**src/rtl/flash_csr_pkg.sv**
```systemverilog
package flash_csr_pkg;

  // Byte offsets of the register map.
  localparam int unsigned OFS_CTRL     = 32'h000;
  localparam int unsigned OFS_IMASK    = 32'h004;
  localparam int unsigned OFS_ICLR     = 32'h008;
  localparam int unsigned OFS_THRESH   = 32'h00C;
  localparam int unsigned OFS_RECOVER  = 32'h010;
  localparam int unsigned OFS_ISTAT    = 32'h01C;
  localparam int unsigned OFS_FSTAT    = 32'h020;
  localparam int unsigned OFS_STAT     = 32'h024;
  localparam int unsigned OFS_IRAW     = 32'h028;
  localparam int unsigned OFS_DMA_GO   = 32'h080;
  localparam int unsigned OFS_DMA_ADDR = 32'h084;
  localparam int unsigned OFS_CMD      = 32'h100;
  localparam int unsigned OFS_FADDR    = 32'h104;
  localparam int unsigned OFS_DATA     = 32'h108;

  // Field positions that software decodes.
  localparam int unsigned CTRL_DLANE_LSB = 12;
  localparam int unsigned CTRL_ALANE_LSB = 10;
  localparam int unsigned CTRL_CLANE_LSB = 8;
  localparam int unsigned CTRL_NEG_BIT   = 1;

  localparam int unsigned FST_TX_FULL  = 0;
  localparam int unsigned FST_TX_EMPTY = 1;
  localparam int unsigned FST_RX_EMPTY = 2;
  localparam int unsigned FST_RX_FULL  = 3;
  localparam int unsigned FST_TXLV_LSB = 8;
  localparam int unsigned FST_RXLV_LSB = 16;

  typedef logic [1:0] lanes_t;

  typedef struct packed {
    lanes_t data_l;
    lanes_t addr_l;
    lanes_t cmd_l;
    logic   shift_neg;
  } ctrl_t;

  typedef struct packed {
    logic ctrl;
    logic imask;
    logic iclr;
    logic thresh;
    logic recover;
    logic istat;
    logic fstat;
    logic stat;
    logic iraw;
    logic dma_go;
    logic dma_addr;
    logic cmd;
    logic faddr;
    logic data;
  } hit_t;

endpackage

```
**src/rtl/flash_csr_decode.sv**
```systemverilog
module flash_csr_decode
  import flash_csr_pkg::*;
#(
  parameter int unsigned ADDR_W = 9
) (
  input  logic [ADDR_W-1:0] addr_i,
  output hit_t              hit_o
);

  always_comb begin
    hit_o.ctrl     = (addr_i == ADDR_W'(OFS_CTRL));
    hit_o.imask    = (addr_i == ADDR_W'(OFS_IMASK));
    hit_o.iclr     = (addr_i == ADDR_W'(OFS_ICLR));
    hit_o.thresh   = (addr_i == ADDR_W'(OFS_THRESH));
    hit_o.recover  = (addr_i == ADDR_W'(OFS_RECOVER));
    hit_o.istat    = (addr_i == ADDR_W'(OFS_ISTAT));
    hit_o.fstat    = (addr_i == ADDR_W'(OFS_FSTAT));
    hit_o.stat     = (addr_i == ADDR_W'(OFS_STAT));
    hit_o.iraw     = (addr_i == ADDR_W'(OFS_IRAW));
    hit_o.dma_go   = (addr_i == ADDR_W'(OFS_DMA_GO));
    hit_o.dma_addr = (addr_i == ADDR_W'(OFS_DMA_ADDR));
    hit_o.cmd      = (addr_i == ADDR_W'(OFS_CMD));
    hit_o.faddr    = (addr_i == ADDR_W'(OFS_FADDR));
    hit_o.data     = (addr_i == ADDR_W'(OFS_DATA));
  end

endmodule

```
**src/rtl/flash_rst_timer.sv**
```systemverilog
module flash_rst_timer #(
  parameter int unsigned RST_CYCLES = 8
) (
  input  logic clk,
  input  logic rst,
  input  logic start_i,
  output logic busy_o
);

  localparam int unsigned CNT_W = $clog2(RST_CYCLES + 1);

  logic [CNT_W-1:0] cnt_q;
  logic             busy_q;

  // A start request while the window is open is dropped.
  always_ff @(posedge clk) begin
    if (rst) begin
      cnt_q  <= '0;
      busy_q <= 1'b0;
    end else if (busy_q) begin
      if (cnt_q == '0) busy_q <= 1'b0;
      else             cnt_q  <= cnt_q - 1'b1;
    end else if (start_i) begin
      busy_q <= 1'b1;
      cnt_q  <= CNT_W'(RST_CYCLES - 1);
    end
  end

  assign busy_o = busy_q;

  // Window length checker: counts consecutive busy cycles.
  logic [CNT_W:0] run_q;
  always_ff @(posedge clk) begin
    if (rst)         run_q <= '0;
    else if (busy_q) run_q <= run_q + 1'b1;
    else             run_q <= '0;
  end

  AST_RST_LEN: assert property (@(posedge clk) disable iff (rst)
    $fell(busy_q) |-> (run_q == (CNT_W+1)'(RST_CYCLES)));
  AST_RST_BOUND: assert property (@(posedge clk) disable iff (rst)
    run_q <= (CNT_W+1)'(RST_CYCLES));

endmodule

```
**src/rtl/flash_irq_block.sv**
```systemverilog
module flash_irq_block #(
  parameter int unsigned N_EVT = 8
) (
  input  logic             clk,
  input  logic             rst,
  input  logic             flush_i,
  input  logic [N_EVT-1:0] evt_i,
  input  logic             mask_we_i,
  input  logic             clr_we_i,
  input  logic [N_EVT-1:0] wdata_i,
  output logic [N_EVT-1:0] mask_o,
  output logic [N_EVT-1:0] raw_o,
  output logic [N_EVT-1:0] masked_o,
  output logic             irq_o
);

  logic [N_EVT-1:0] mask_q;
  logic [N_EVT-1:0] raw_q;
  logic             irq_q;

  for (genvar i = 0; i < N_EVT; i++) begin : g_evt
    logic bit_q;
    logic clr_hit;
    assign clr_hit = clr_we_i & wdata_i[i];

    // Event has priority over a clear; the soft reset overrides both.
    always_ff @(posedge clk) begin
      if (rst || flush_i) bit_q <= 1'b0;
      else if (evt_i[i])  bit_q <= 1'b1;
      else if (clr_hit)   bit_q <= 1'b0;
    end
    assign raw_q[i] = bit_q;

    AST_EVT_WINS: assert property (@(posedge clk) disable iff (rst)
      (!flush_i && evt_i[i]) |=> raw_q[i]);
    AST_CLR_TAKES: assert property (@(posedge clk) disable iff (rst)
      (!flush_i && !evt_i[i] && clr_we_i && wdata_i[i]) |=> !raw_q[i]);
  end

  always_ff @(posedge clk) begin
    if (rst)            mask_q <= '1;
    else if (mask_we_i) mask_q <= wdata_i;
  end

  always_ff @(posedge clk) begin
    if (rst) irq_q <= 1'b0;
    else     irq_q <= |(raw_q & ~mask_q);
  end

  assign mask_o   = mask_q;
  assign raw_o    = raw_q;
  assign masked_o = raw_q & ~mask_q;
  assign irq_o    = irq_q;

  AST_RAW_WIPED: assert property (@(posedge clk) disable iff (rst)
    flush_i |=> (raw_q == '0));
  AST_IRQ_QUIET: assert property (@(posedge clk) disable iff (rst)
    $past(flush_i) |=> !irq_q);

endmodule

```
**src/rtl/flash_csr_unit.sv**
```systemverilog
module flash_csr_unit
  import flash_csr_pkg::*;
#(
  parameter int unsigned ADDR_W     = 9,
  parameter int unsigned N_EVT      = 8,
  parameter int unsigned LVL_W      = 5,
  parameter int unsigned THR_W      = 5,
  parameter int unsigned RST_CYCLES = 8
) (
  input  logic              clk,
  input  logic              rst,
  input  logic              bus_sel,
  input  logic              bus_wr,
  input  logic [ADDR_W-1:0] bus_addr,
  input  logic [31:0]       bus_wdata,
  output logic [31:0]       bus_rdata,
  input  logic              seq_busy_i,
  input  logic [N_EVT-1:0]  evt_i,
  input  logic [LVL_W-1:0]  fifo_tx_level,
  input  logic [LVL_W-1:0]  fifo_rx_level,
  input  logic              fifo_tx_full,
  input  logic              fifo_tx_empty,
  input  logic              fifo_rx_full,
  input  logic              fifo_rx_empty,
  input  logic [31:0]       fifo_rx_data,
  output logic              fifo_tx_push,
  output logic [31:0]       fifo_tx_data,
  output logic              fifo_rx_pop,
  output logic              ctl_flush,
  output logic              dma_start,
  output logic [31:0]       dma_addr,
  output logic [31:0]       cmd_word,
  output logic [31:0]       flash_addr,
  output logic [THR_W-1:0]  fifo_thresh,
  output logic [1:0]        ctrl_data_lanes,
  output logic [1:0]        ctrl_addr_lanes,
  output logic [1:0]        ctrl_cmd_lanes,
  output logic              ctrl_shift_neg,
  output logic              irq
);

  hit_t hit;
  logic wr_acc, rd_acc;
  assign wr_acc = bus_sel &  bus_wr;
  assign rd_acc = bus_sel & ~bus_wr;

  flash_csr_decode #(.ADDR_W(ADDR_W)) u_dec (
    .addr_i (bus_addr),
    .hit_o  (hit)
  );

  // Soft reset window
  logic rst_busy;
  flash_rst_timer #(.RST_CYCLES(RST_CYCLES)) u_rst (
    .clk     (clk),
    .rst     (rst),
    .start_i (wr_acc & hit.recover & bus_wdata[0]),
    .busy_o  (rst_busy)
  );
  assign ctl_flush = rst_busy;

  // Interrupt logic
  logic [N_EVT-1:0] mask_v, raw_v, masked_v;
  flash_irq_block #(.N_EVT(N_EVT)) u_irq (
    .clk       (clk),
    .rst       (rst),
    .flush_i   (rst_busy),
    .evt_i     (evt_i),
    .mask_we_i (wr_acc & hit.imask),
    .clr_we_i  (wr_acc & hit.iclr),
    .wdata_i   (bus_wdata[N_EVT-1:0]),
    .mask_o    (mask_v),
    .raw_o     (raw_v),
    .masked_o  (masked_v),
    .irq_o     (irq)
  );

  // Held registers
  ctrl_t             ctrl_q;
  logic [31:0]       cmd_q, faddr_q, daddr_q, txd_q, rdata_q;
  logic [THR_W-1:0]  thr_q;
  logic              dma_go_q, push_q, pop_q;

  always_ff @(posedge clk) begin
    if (rst) begin
      ctrl_q  <= '0;
      cmd_q   <= '0;
      faddr_q <= '0;
      daddr_q <= '0;
      thr_q   <= '0;
    end else if (wr_acc) begin
      if (hit.ctrl && !seq_busy_i) begin
        ctrl_q.data_l    <= bus_wdata[CTRL_DLANE_LSB +: 2];
        ctrl_q.addr_l    <= bus_wdata[CTRL_ALANE_LSB +: 2];
        ctrl_q.cmd_l     <= bus_wdata[CTRL_CLANE_LSB +: 2];
        ctrl_q.shift_neg <= bus_wdata[CTRL_NEG_BIT];
      end
      if (hit.cmd)      cmd_q   <= bus_wdata;
      if (hit.faddr)    faddr_q <= bus_wdata;
      if (hit.dma_addr) daddr_q <= bus_wdata;
      if (hit.thresh)   thr_q   <= bus_wdata[THR_W-1:0];
    end
  end

  // One-shot strobes
  always_ff @(posedge clk) begin
    if (rst) begin
      dma_go_q <= 1'b0;
      push_q   <= 1'b0;
      pop_q    <= 1'b0;
      txd_q    <= '0;
    end else begin
      dma_go_q <= wr_acc & hit.dma_go & bus_wdata[0];
      push_q   <= wr_acc & hit.data;
      pop_q    <= rd_acc & hit.data;
      if (wr_acc && hit.data) txd_q <= bus_wdata;
    end
  end

  // Read mux
  logic [31:0] rd_val;
  always_comb begin
    rd_val = '0;
    if (hit.ctrl) begin
      rd_val[CTRL_DLANE_LSB +: 2] = ctrl_q.data_l;
      rd_val[CTRL_ALANE_LSB +: 2] = ctrl_q.addr_l;
      rd_val[CTRL_CLANE_LSB +: 2] = ctrl_q.cmd_l;
      rd_val[CTRL_NEG_BIT]        = ctrl_q.shift_neg;
    end
    if (hit.imask)    rd_val[N_EVT-1:0] = mask_v;
    if (hit.thresh)   rd_val[THR_W-1:0] = thr_q;
    if (hit.recover)  rd_val[0]         = rst_busy;
    if (hit.istat)    rd_val[N_EVT-1:0] = masked_v;
    if (hit.fstat) begin
      rd_val[FST_TX_FULL]              = fifo_tx_full;
      rd_val[FST_TX_EMPTY]             = fifo_tx_empty;
      rd_val[FST_RX_EMPTY]             = fifo_rx_empty;
      rd_val[FST_RX_FULL]              = fifo_rx_full;
      rd_val[FST_TXLV_LSB +: LVL_W]    = fifo_tx_level;
      rd_val[FST_RXLV_LSB +: LVL_W]    = fifo_rx_level;
    end
    if (hit.stat)     rd_val[0]         = seq_busy_i;
    if (hit.iraw)     rd_val[N_EVT-1:0] = raw_v;
    if (hit.dma_addr) rd_val            = daddr_q;
    if (hit.cmd)      rd_val            = cmd_q;
    if (hit.faddr)    rd_val            = faddr_q;
    if (hit.data)     rd_val            = fifo_rx_data;
  end

  always_ff @(posedge clk) begin
    if (rst)         rdata_q <= '0;
    else if (rd_acc) rdata_q <= rd_val;
  end

  assign bus_rdata       = rdata_q;
  assign fifo_tx_push    = push_q;
  assign fifo_tx_data    = txd_q;
  assign fifo_rx_pop     = pop_q;
  assign dma_start       = dma_go_q;
  assign dma_addr        = daddr_q;
  assign cmd_word        = cmd_q;
  assign flash_addr      = faddr_q;
  assign fifo_thresh     = thr_q;
  assign ctrl_data_lanes = ctrl_q.data_l;
  assign ctrl_addr_lanes = ctrl_q.addr_l;
  assign ctrl_cmd_lanes  = ctrl_q.cmd_l;
  assign ctrl_shift_neg  = ctrl_q.shift_neg;

  AST_CTRL_FROZEN: assert property (@(posedge clk) disable iff (rst)
    (wr_acc && hit.ctrl && seq_busy_i) |=> $stable({ctrl_data_lanes, ctrl_addr_lanes,
                                                    ctrl_cmd_lanes, ctrl_shift_neg}));
  AST_DMA_CAUSE: assert property (@(posedge clk) disable iff (rst)
    dma_start |-> $past(wr_acc && hit.dma_go && bus_wdata[0]));
  AST_PUSH_CAUSE: assert property (@(posedge clk) disable iff (rst)
    fifo_tx_push |-> $past(wr_acc && hit.data));
  AST_POP_CAUSE: assert property (@(posedge clk) disable iff (rst)
    fifo_rx_pop |-> $past(rd_acc && hit.data));
  AST_DEC_ONEHOT: assert property (@(posedge clk) disable iff (rst)
    $onehot0(hit));
  AST_RSVD_NOEFFECT: assert property (@(posedge clk) disable iff (rst)
    (wr_acc && hit == '0) |=> ($stable(cmd_word) && $stable(flash_addr) &&
                               $stable(dma_addr) && !dma_start && !fifo_tx_push));

endmodule

```
**config.mk**
```make
export PLATFORM = sky130hd
export DESIGN_NAME = flash_csr_unit
export DESIGN_NICKNAME = d
export VERILOG_FILES = /design/src/rtl/flash_csr_pkg.sv /design/src/rtl/flash_csr_decode.sv /design/src/rtl/flash_rst_timer.sv /design/src/rtl/flash_irq_block.sv /design/src/rtl/flash_csr_unit.sv
export SDC_FILE = /design/constraint.sdc
export NUM_CORES = 1
export LEC_CHECK = 0
export ABC_AREA = 1
export BUFFER_PORTS_ARGS = -buffer_cell sky130_fd_sc_hd__buf_4
export CORE_UTILIZATION = 40
export DETAILED_ROUTE_END_ITERATION = 8
export GPL_TIMING_DRIVEN = 1
export PLACE_DENSITY = 0.66
export SYNTH_ARGS = -nofsm -noshare
export SYNTH_HDL_FRONTEND = slang
export SYNTH_SLANG_ARGS = --single-unit
```
**constraint.sdc**
```tcl
create_clock -name clk -period 1.7 [get_ports clk]
set_input_delay 0.51 -clock clk [delete_from_list [all_inputs] [get_ports clk]]
set_output_delay 0.51 -clock clk [all_outputs]
set_load 0.05 [all_outputs]
```
Yosys cells after proc, flatten, opt, wreduce, memory -nomap -nowiden --
Index checks and enable logic that the tools add are counted.
Word-level totals: register bits after elaboration 197, input port bits 100, output and inout port bits 177
Operators by class: muxes and demuxes 37, reduce and logical (&&, ||, !) cells 22, eq/ne operators 14, bitwise gates (word level) 21, add/subtract/negate cells 1
Operator list (number):
- $mux 32 | 4
- $eq 9x6->1 const B | 3
- $eq 9x9->1 const B | 3
- $mux 8 | 3
- $mux 1 | 22
- $and 1x1->1 | 18
- $eq 9x4->1 const B | 2
- $eq 9x5->1 const B | 2
- $eq 9x8->1 const B | 2
- $reduce_bool 2->1 | 9
- $mux 4 | 4
- $mux 5 | 3
- $reduce_and 2->1 | 6
- $eq 9x3->1 const B | 1
- $logic_not 9->1 | 1
- $and 8x8->8 | 1
- $not 8->8 | 1
- $reduce_or 8->1 | 1
- $mux 6 | 1
- $logic_not 4->1 | 1
- $sub 4x1->4 const B | 1
- $logic_and 1x1->1 | 2
- $ne 2x2->1 const B | 1
- $logic_not 1->1 | 1
- other kinds (2) | 2

Logic depth before layout (Yosys ltp) --
Gate-level depths: netlist (run 1).
word-level depth 13, gate-level depth with buffers 13

Hierarchy --
Synthesis (run 1) repeated with hierarchy kept, for this count alone.
Second synthesis, totals: cells, all modules 1227, area total of the unflattened synthesis 8798.4 µm²
By module, submodules not included:
- flash_csr_unit | instances 1, area each 7609.8 µm², cells an instance 1048
- flash_irq_block | instances 1, area each 735.7 µm², cells an instance 101
- flash_rst_timer | instances 1, area each 272.8 µm², cells an instance 39
- flash_csr_decode | instances 1, area each 180.2 µm², cells an instance 39

Worst setup path after synthesis (run 1) --
No wires, ideal clock.
kind input to register, start input port bus_addr[5], end register faddr_q[12] (netlist: flash_addr[12]), arrival 1.525 ns, setup time 0.146 ns, slack 0.029 ns, stages 9, data required time 1.554 ns, path through nor2_2 -> nand2_4 -> nor2_4 -> inv_2 -> nor2_4 -> nand2_2 -> clkinv_2 -> buf_4 -> a211oi_2
Between the ends: cells in the longest elaborated chain, start to end 2
RTL lines:
- from (decl) | RTL line flash_csr_unit.sv:14 | input logic [ADDR_W-1:0] bus_addr,
- $eq 9x9->1 | RTL line flash_csr_decode.sv:23 | hit_o.faddr = (addr_i == ADDR_W'(OFS_FADDR));
- $reduce_and 2->1 (no line)
- to (signal assigned) | RTL line flash_csr_unit.sv:99 | if (hit.faddr) faddr_q <= bus_wdata;
- to (decl) | RTL line flash_csr_unit.sv:80 | logic [31:0] cmd_q, faddr_q, daddr_q, txd_q, rdata_q;
No other way between the ends. A chain may end at the register's enable or synchronous reset.

Worst setup path in the final report (run 1) --
start register u_rst.busy_q (netlist: u_rst.busy_o), end output port ctl_flush
RTL lines:
- from (decl) | RTL line flash_rst_timer.sv:13 | logic busy_q;
- from (signal assigned) | RTL line flash_rst_timer.sv:19 | busy_q <= 1'b0;
- from (signal assigned) | RTL line flash_rst_timer.sv:21 | if (cnt_q == '0) busy_q <= 1'b0;
- from (signal assigned) | RTL line flash_rst_timer.sv:24 | busy_q <= 1'b1;
- to (decl) | RTL line flash_csr_unit.sv:29 | output logic ctl_flush,
No word-level cell between the ends.

==> results of run 1 <==
## logic make-up after synthesis
group | count (synthesis) | synth area share [%]
simple gates | 402 | 21.0
compound gates | 312 | 24.0
flops | 197 | 46.1
buf+inv | 158 | 8.54
fa+ha+maj | 2 | 0.292
xor+xnor | 1 | 0.102
## metrics by stage
stage	setup slack (ns)	hold WS [ns]	std cells
6_report	0.0846	0.312	1659
5_1_grt	0.00280	0.313	1659
4_1_cts	0.0811	0.301	1658
3_5_place_dp	-0.304	0.455	1627
3_3_place_gp	-0.264	0.455	1627
2_1_floorplan	0.0290	0.446	1072
## state kept, by name, summed over array words and instances (netlist names)
signal / count
fifo_rx_pop: 1
flash_addr: 32
u_irq.mask_o: 8
u_rst.busy_o: 1
u_irq.irq_o: 1
dma_start: 1
ctrl_cmd_lanes: 2
dma_addr: 32
fifo_tx_data: 32
ctrl_shift_neg: 1
u_rst.cnt_q: 4
fifo_tx_push: 1
ctrl_addr_lanes: 2
ctrl_data_lanes: 2
u_irq.g_evt.bit_q: 8
cmd_word: 32
fifo_thresh: 5
bus_rdata: 32
## cell usage after synthesis (3+ instances only)
cell type,count
nand2_1,201
nor3_2,3
a211oi_1,14
a211oi_2,51
a21oi_1,129
o21ai_0,81
o21ai_1,7
nor2_2,3
buf_2,16
inv_2,9
buf_6,8
buf_4,15
nor3_1,9
nor2_4,7
nand4_1,28
a22oi_1,11
nor2_1,106
nand3_1,28
clkbuf_1,23
o211ai_1,16
inv_1,83
dfxtp_1,197
nand2_2,7
## power groups by stage
stage / Clock [uW] / Combinational (uW) / Sequential, uW
after floorplan: 0 / 238 / 4770
after global placement: 0 / 614 / 4750
after detailed placement: 0 / 615 / 4750
after CTS: 3940 / 617 / 4640
after global routing: 4140 / 663 / 4650
final: 3880 / 620 / 4640
## path summary, 6_finish.rpt
check,start,endpoint,slack (ns)
max,u_rst.busy_o,ctl_flush,0.08
min,evt_i[2],u_irq.g_evt[2].bit_q,0.31
max reg2reg,u_rst.cnt_q[0],u_rst.cnt_q[0],0.31
min reg2reg,bus_rdata[22],bus_rdata[22],0.47
## routing by layer
layer,vias to the layer above,part of all wire (%),wire length [um],GRT usage [%]
li1,4232,-,-,-
met1,4127,42,12600,35.0
met2,369,47,13900,43.6
met3,49,8.2,2450,6.84
met4,0,2.7,807,10.1
met5,-,0,0,0
## final cells by class
class | instances | area [um^2] | area share [%]
clock buffer | 18 | 439 | 3.68
sequential | 197 | 3940 | 33.0
antenna | 1 | 2.50 | 0.0209
timing repair buffer | 344 | 2860 | 23.9
inverter | 94 | 354 | 2.96
tap | 275 | 344 | 2.88
clock inverter | 13 | 113 | 0.943
multi-input combinational | 717 | 3890 | 32.6
==> results.json, run 1 <==
{
  "crit_chain": "buf_4",
  "finalCriticalPeriod_ns": 1.62,
  "clkTransAtPathRegs_ns": 0.08,
  "p_total_uw": 9140,
  "holdCritPathClass": "input pin to flip-flop",
  "hold_depth": 3,
  "ys_top_cells_by_area": "dfxtp_1 46%, nand2_1 8.8%, a21oi_1 7.5%, a211oi_2 7.5%, o21ai_0 4.7%",
  "status": "finished, final reports clean",
  "insertion_delay_ns": 0.44,
  "pwr-share-seq_pct": 50.8,
  "cts.path.max_buffers": 2,
  "cts_htree_levels": 4,
  "root_buffer": "clkbuf_16",
  "antenna_left": 0,
  "worst-path-stages": 1,
  "p_sw_share_pct": 25.2,
  "drive_above_1_share_pct": 33.5,
  "synth_flop_cell": "dfxtp_1",
  "cts_tree": "yes",
  "grt_pass1_wl_um": 45900,
  "reg2regPathDepth": 8,
  "synth_nets": 1174,
  "viasPerCell": 5.29,
  "gp_congestion": 0.896,
  "synth_area_mm2": 0.00856,
  "post_cts_buffers": 0,
  "slew_headroom_pct": 70.9,
  "p_per_area_mw_per_mm2": 765,
  "start_util_pct": 40.7,
  "critical_path_class": "flip-flop to output pin",
  "die-area_mm2": 0.0220,
  "clock_skew_ns": 0.0128,
  "layout_common_cells": "322 x buf_4, 201 x nand2_1, 197 x dfxtp_1",
  "p_int_uw": 6840,
  "ys_ff_latch": 197,
  "cp_data_arrival_time_ns": 1.11,
  "final_hold_viol_count": 0,
  "power_frac_clock_pct": 42.4,
  "gr-total-overflow": 0,
  "final_util_pct": 56.8,
  "fillers": 1945,
  "start_kind": "flip-flop",
  "drv_cap": 0,
  "rsz0062_at_grt": "false",
  "final_common_cell": "buf_4",
  "num_rows": 53,
  "period_share_pct": 95.0,
  "synthArstFlopShare_pct": 0,
  "leakage_uw": 0.00528,
  "yosys_warnings": 0,
  "synth_edf_count": 0,
  "cp_top_family": "flip-flops",
  "vias": 8777,
  "area_growth_pct": 39.6,
  "wirelength_um": 29800,
  "critPathMaxStageDelay_ns": 0.43,
  "design_area_mm2": 0.0119,
  "power.share.combinational_pct": 6.8,
  "numCtsBuffers": 17,
  "dieHeight_um": 148,
  "post_drt_wl_per_cell_um": 17.9,
  "grt_pass1_vias": 8303,
  "place_area_mm2": 0.0114,
  "synthCells": 1072,
  "grt_max_degree": 37,
  "ys_types": 38,
  "remaining_drc_errors": 0,
  "die_x_um": 148,
  "firstDrtPassIters": 5,
  "finalSetupViolCount": 0,
  "drtIter0Drc": 569,
  "clock_sinks": 197,
  "slowest_stage": "dfxtp_1",
  "slew_violations": 0,
  "endpoint_kind": "output pin",
  "ys_seq_area_share_pct": 46.1,
  "p_switching_uw": 2300,
  "setup_tns_ns": 0,
  "yosysTopAreaCell": "dfxtp_1",
  "dp_hpwl_um": 21800,
  "nets": 1473,
  "port-buffer-count": 276,
  "worst_pin_slew_ns": 0.433,
  "io_pins": 277,
  "syn_avg_cell_area_um2": 7.98,
  "cts.hold.buffers_added": 0,
  "postCtsResizedCells": 0,
  "track_usage_pct": 27.1,
  "ir_worst_vdd_mv": 0.861,
  "cp_num_buf_inv": 1,
  "cp.required_ns": 1.19,
  "core-area_mm2": 0.0210,
  "yosysTopAreaCellShare_pct": 46.1,
  "crit_fanout": 4,
  "max_freq_mhz": 619,
  "antenna_found_initial": 1
}
Note: power is estimated with default switching activity, not from simulation.
==> run 2, diff against run 1 <==
Settings changed: RECOVER_POWER set to 100.
==> run 2 against run 1 <==
  * Cell count stayed put
  * Largest cell class unchanged
  * Worst setup slack lost 0.026 ns
  * Critical path type unchanged
  * First-iteration DRC count rose by 2.1%
  * Via count about the same
  * Critical path depth unchanged
==> results.json, run 2 (same netlist as run 1, synthesis figures left out) <==
{
  "status": "finished, final reports clean",
  "p_per_area_mw_per_mm2": 802,
  "io_pins": 277,
  "final_hold_viol_count": 0,
  "worst_pin_slew_ns": 0.432,
  "clock_skew_ns": 0.0127,
  "start_kind": "flip-flop",
  "post_cts_buffers": 0,
  "setup_tns_ns": 0,
  "gp_congestion": 0.896,
  "root_buffer": "clkbuf_16",
  "slew_violations": 0,
  "antenna_left": 0,
  "cp_data_arrival_time_ns": 1.13,
  "grt_max_degree": 37,
  "cts_tree": "yes",
  "start_util_pct": 40.7,
  "rsz0062_at_grt": "false",
  "remaining_drc_errors": 0,
  "endpoint_kind": "output pin",
  "final_common_cell": "nand2_1",
  "nets": 1473,
  "grt_pass1_wl_um": 45900,
  "cts_htree_levels": 4,
  "cp.required_ns": 1.19,
  "area_growth_pct": 33.0,
  "slowest_stage": "dfxtp_1",
  "numCtsBuffers": 17,
  "reg2reg_setup_slack_ns": 0.30,
  "ir_worst_vdd_mv": 0.860,
  "max_freq_mhz": 609,
  "port-buffer-count": 276,
  "insertion_delay_ns": 0.44,
  "wirelength_um": 29600,
  "num_rows": 53,
  "clkTransAtPathRegs_ns": 0.08,
  "holdCritPathClass": "input pin to flip-flop",
  "grt_pass1_vias": 8303,
  "clock_sinks": 197,
  "dp_slack_ns": -0.304,
  "drive_above_1_share_pct": 32.4,
  "vias": 8770,
  "postCtsResizedCells": 0,
  "post_drt_wl_per_cell_um": 17.9,
  "firstDrtPassIters": 5,
  "slew_headroom_pct": 70.9,
  "cp_num_buf_inv": 1,
  "cts.hold.buffers_added": 0,
  "core-area_mm2": 0.0210,
  "finalSetupViolCount": 0,
  "period_share_pct": 96.5,
  "leakage_uw": 0.00512,
  "antenna_found_initial": 1,
  "final_util_pct": 54.1,
  "dp_hpwl_um": 21800,
  "critPathMaxStageDelay_ns": 0.40,
  "cp_top_family": "flip-flops",
  "die_x_um": 148,
  "critical_path_class": "flip-flop to output pin",
  "p_total_uw": 9130,
  "setup_ws_ns": 0.0590,
  "dieHeight_um": 148,
  "track_usage_pct": 27.1,
  "crit_chain": "buf_2",
  "finalCriticalPeriod_ns": 1.64,
  "drv_cap": 0,
  "crit_fanout": 3,
  "cts.path.max_buffers": 2,
  "viasPerCell": 5.29,
  "drtIter0Drc": 581,
  "layout_common_cells": "202 x nand2_1, 197 x dfxtp_1, 141 x clkbuf_2",
  "die-area_mm2": 0.0220,
  "gr-total-overflow": 0
}
-- run 2: cell types whose count changed in the layout (fill, tap and decap cells not counted), moves of 7 or more --
cell,before,now
a211oi_2,51,44
clkbuf_2,0,141
buf_4,322,135
a211oi_1,14,21
buf_2,0,40
-- run 2: layer usage --
layer,track usage [%],vias to the layer above,routed length [um]
li1,-,4225,-
met2,43.6,382,13800
met3,6.84,53,2420
met4,10.1,0,813
met5,0,-,0
met1,35.0,4110,12600
-- run 2: through the flow --
stage	instance area [um^2]	instances	hold WS, ns
4_1_cts	11900	1658	0.301
2_1_floorplan	8560	1072	0.446
5_1_grt	11400	1659	0.313
3_5_place_dp	11400	1627	0.455
6_report	11400	1659	0.314
3_3_place_gp	11400	1627	0.455
-- run 2: where the power goes --
part	internal [uW]	total, uW	switching (uW)
registers	4630	4640	13.9
logic	248	609	361
clock network	1960	3880	1920
-- run 2: final cells by class --
type | count | area, um^2
Fill cell | 2088 | 9640
Tap cell | 275 | 344
Timing Repair Buffer | 344 | 2350
Multi-Input combinational cell | 717 | 3840
Clock buffer | 18 | 439
Sequential cell | 197 | 3940
Antenna cell | 1 | 2.50
Clock inverter | 13 | 113
Inverter | 94 | 354
-- run 2: tightest hold or removal path: stages --
cell and delay (ns):
buf_4 0.11, inv_1 0.04, a21oi_1 0.05
-- run 2: final timing paths --
| check | start | to | cells after the start |
|---|---|---|---|
| setup reg to reg | u_rst.cnt_q[0] | u_rst.cnt_q[0] | 8 |
| hold / removal | evt_i[5] | u_irq.g_evt[5].bit_q | 3 |
| hold reg to reg | bus_rdata[22] | bus_rdata[22] | 2 |
| setup / recovery | cmd_word[16] | cmd_word[16] | 1 |
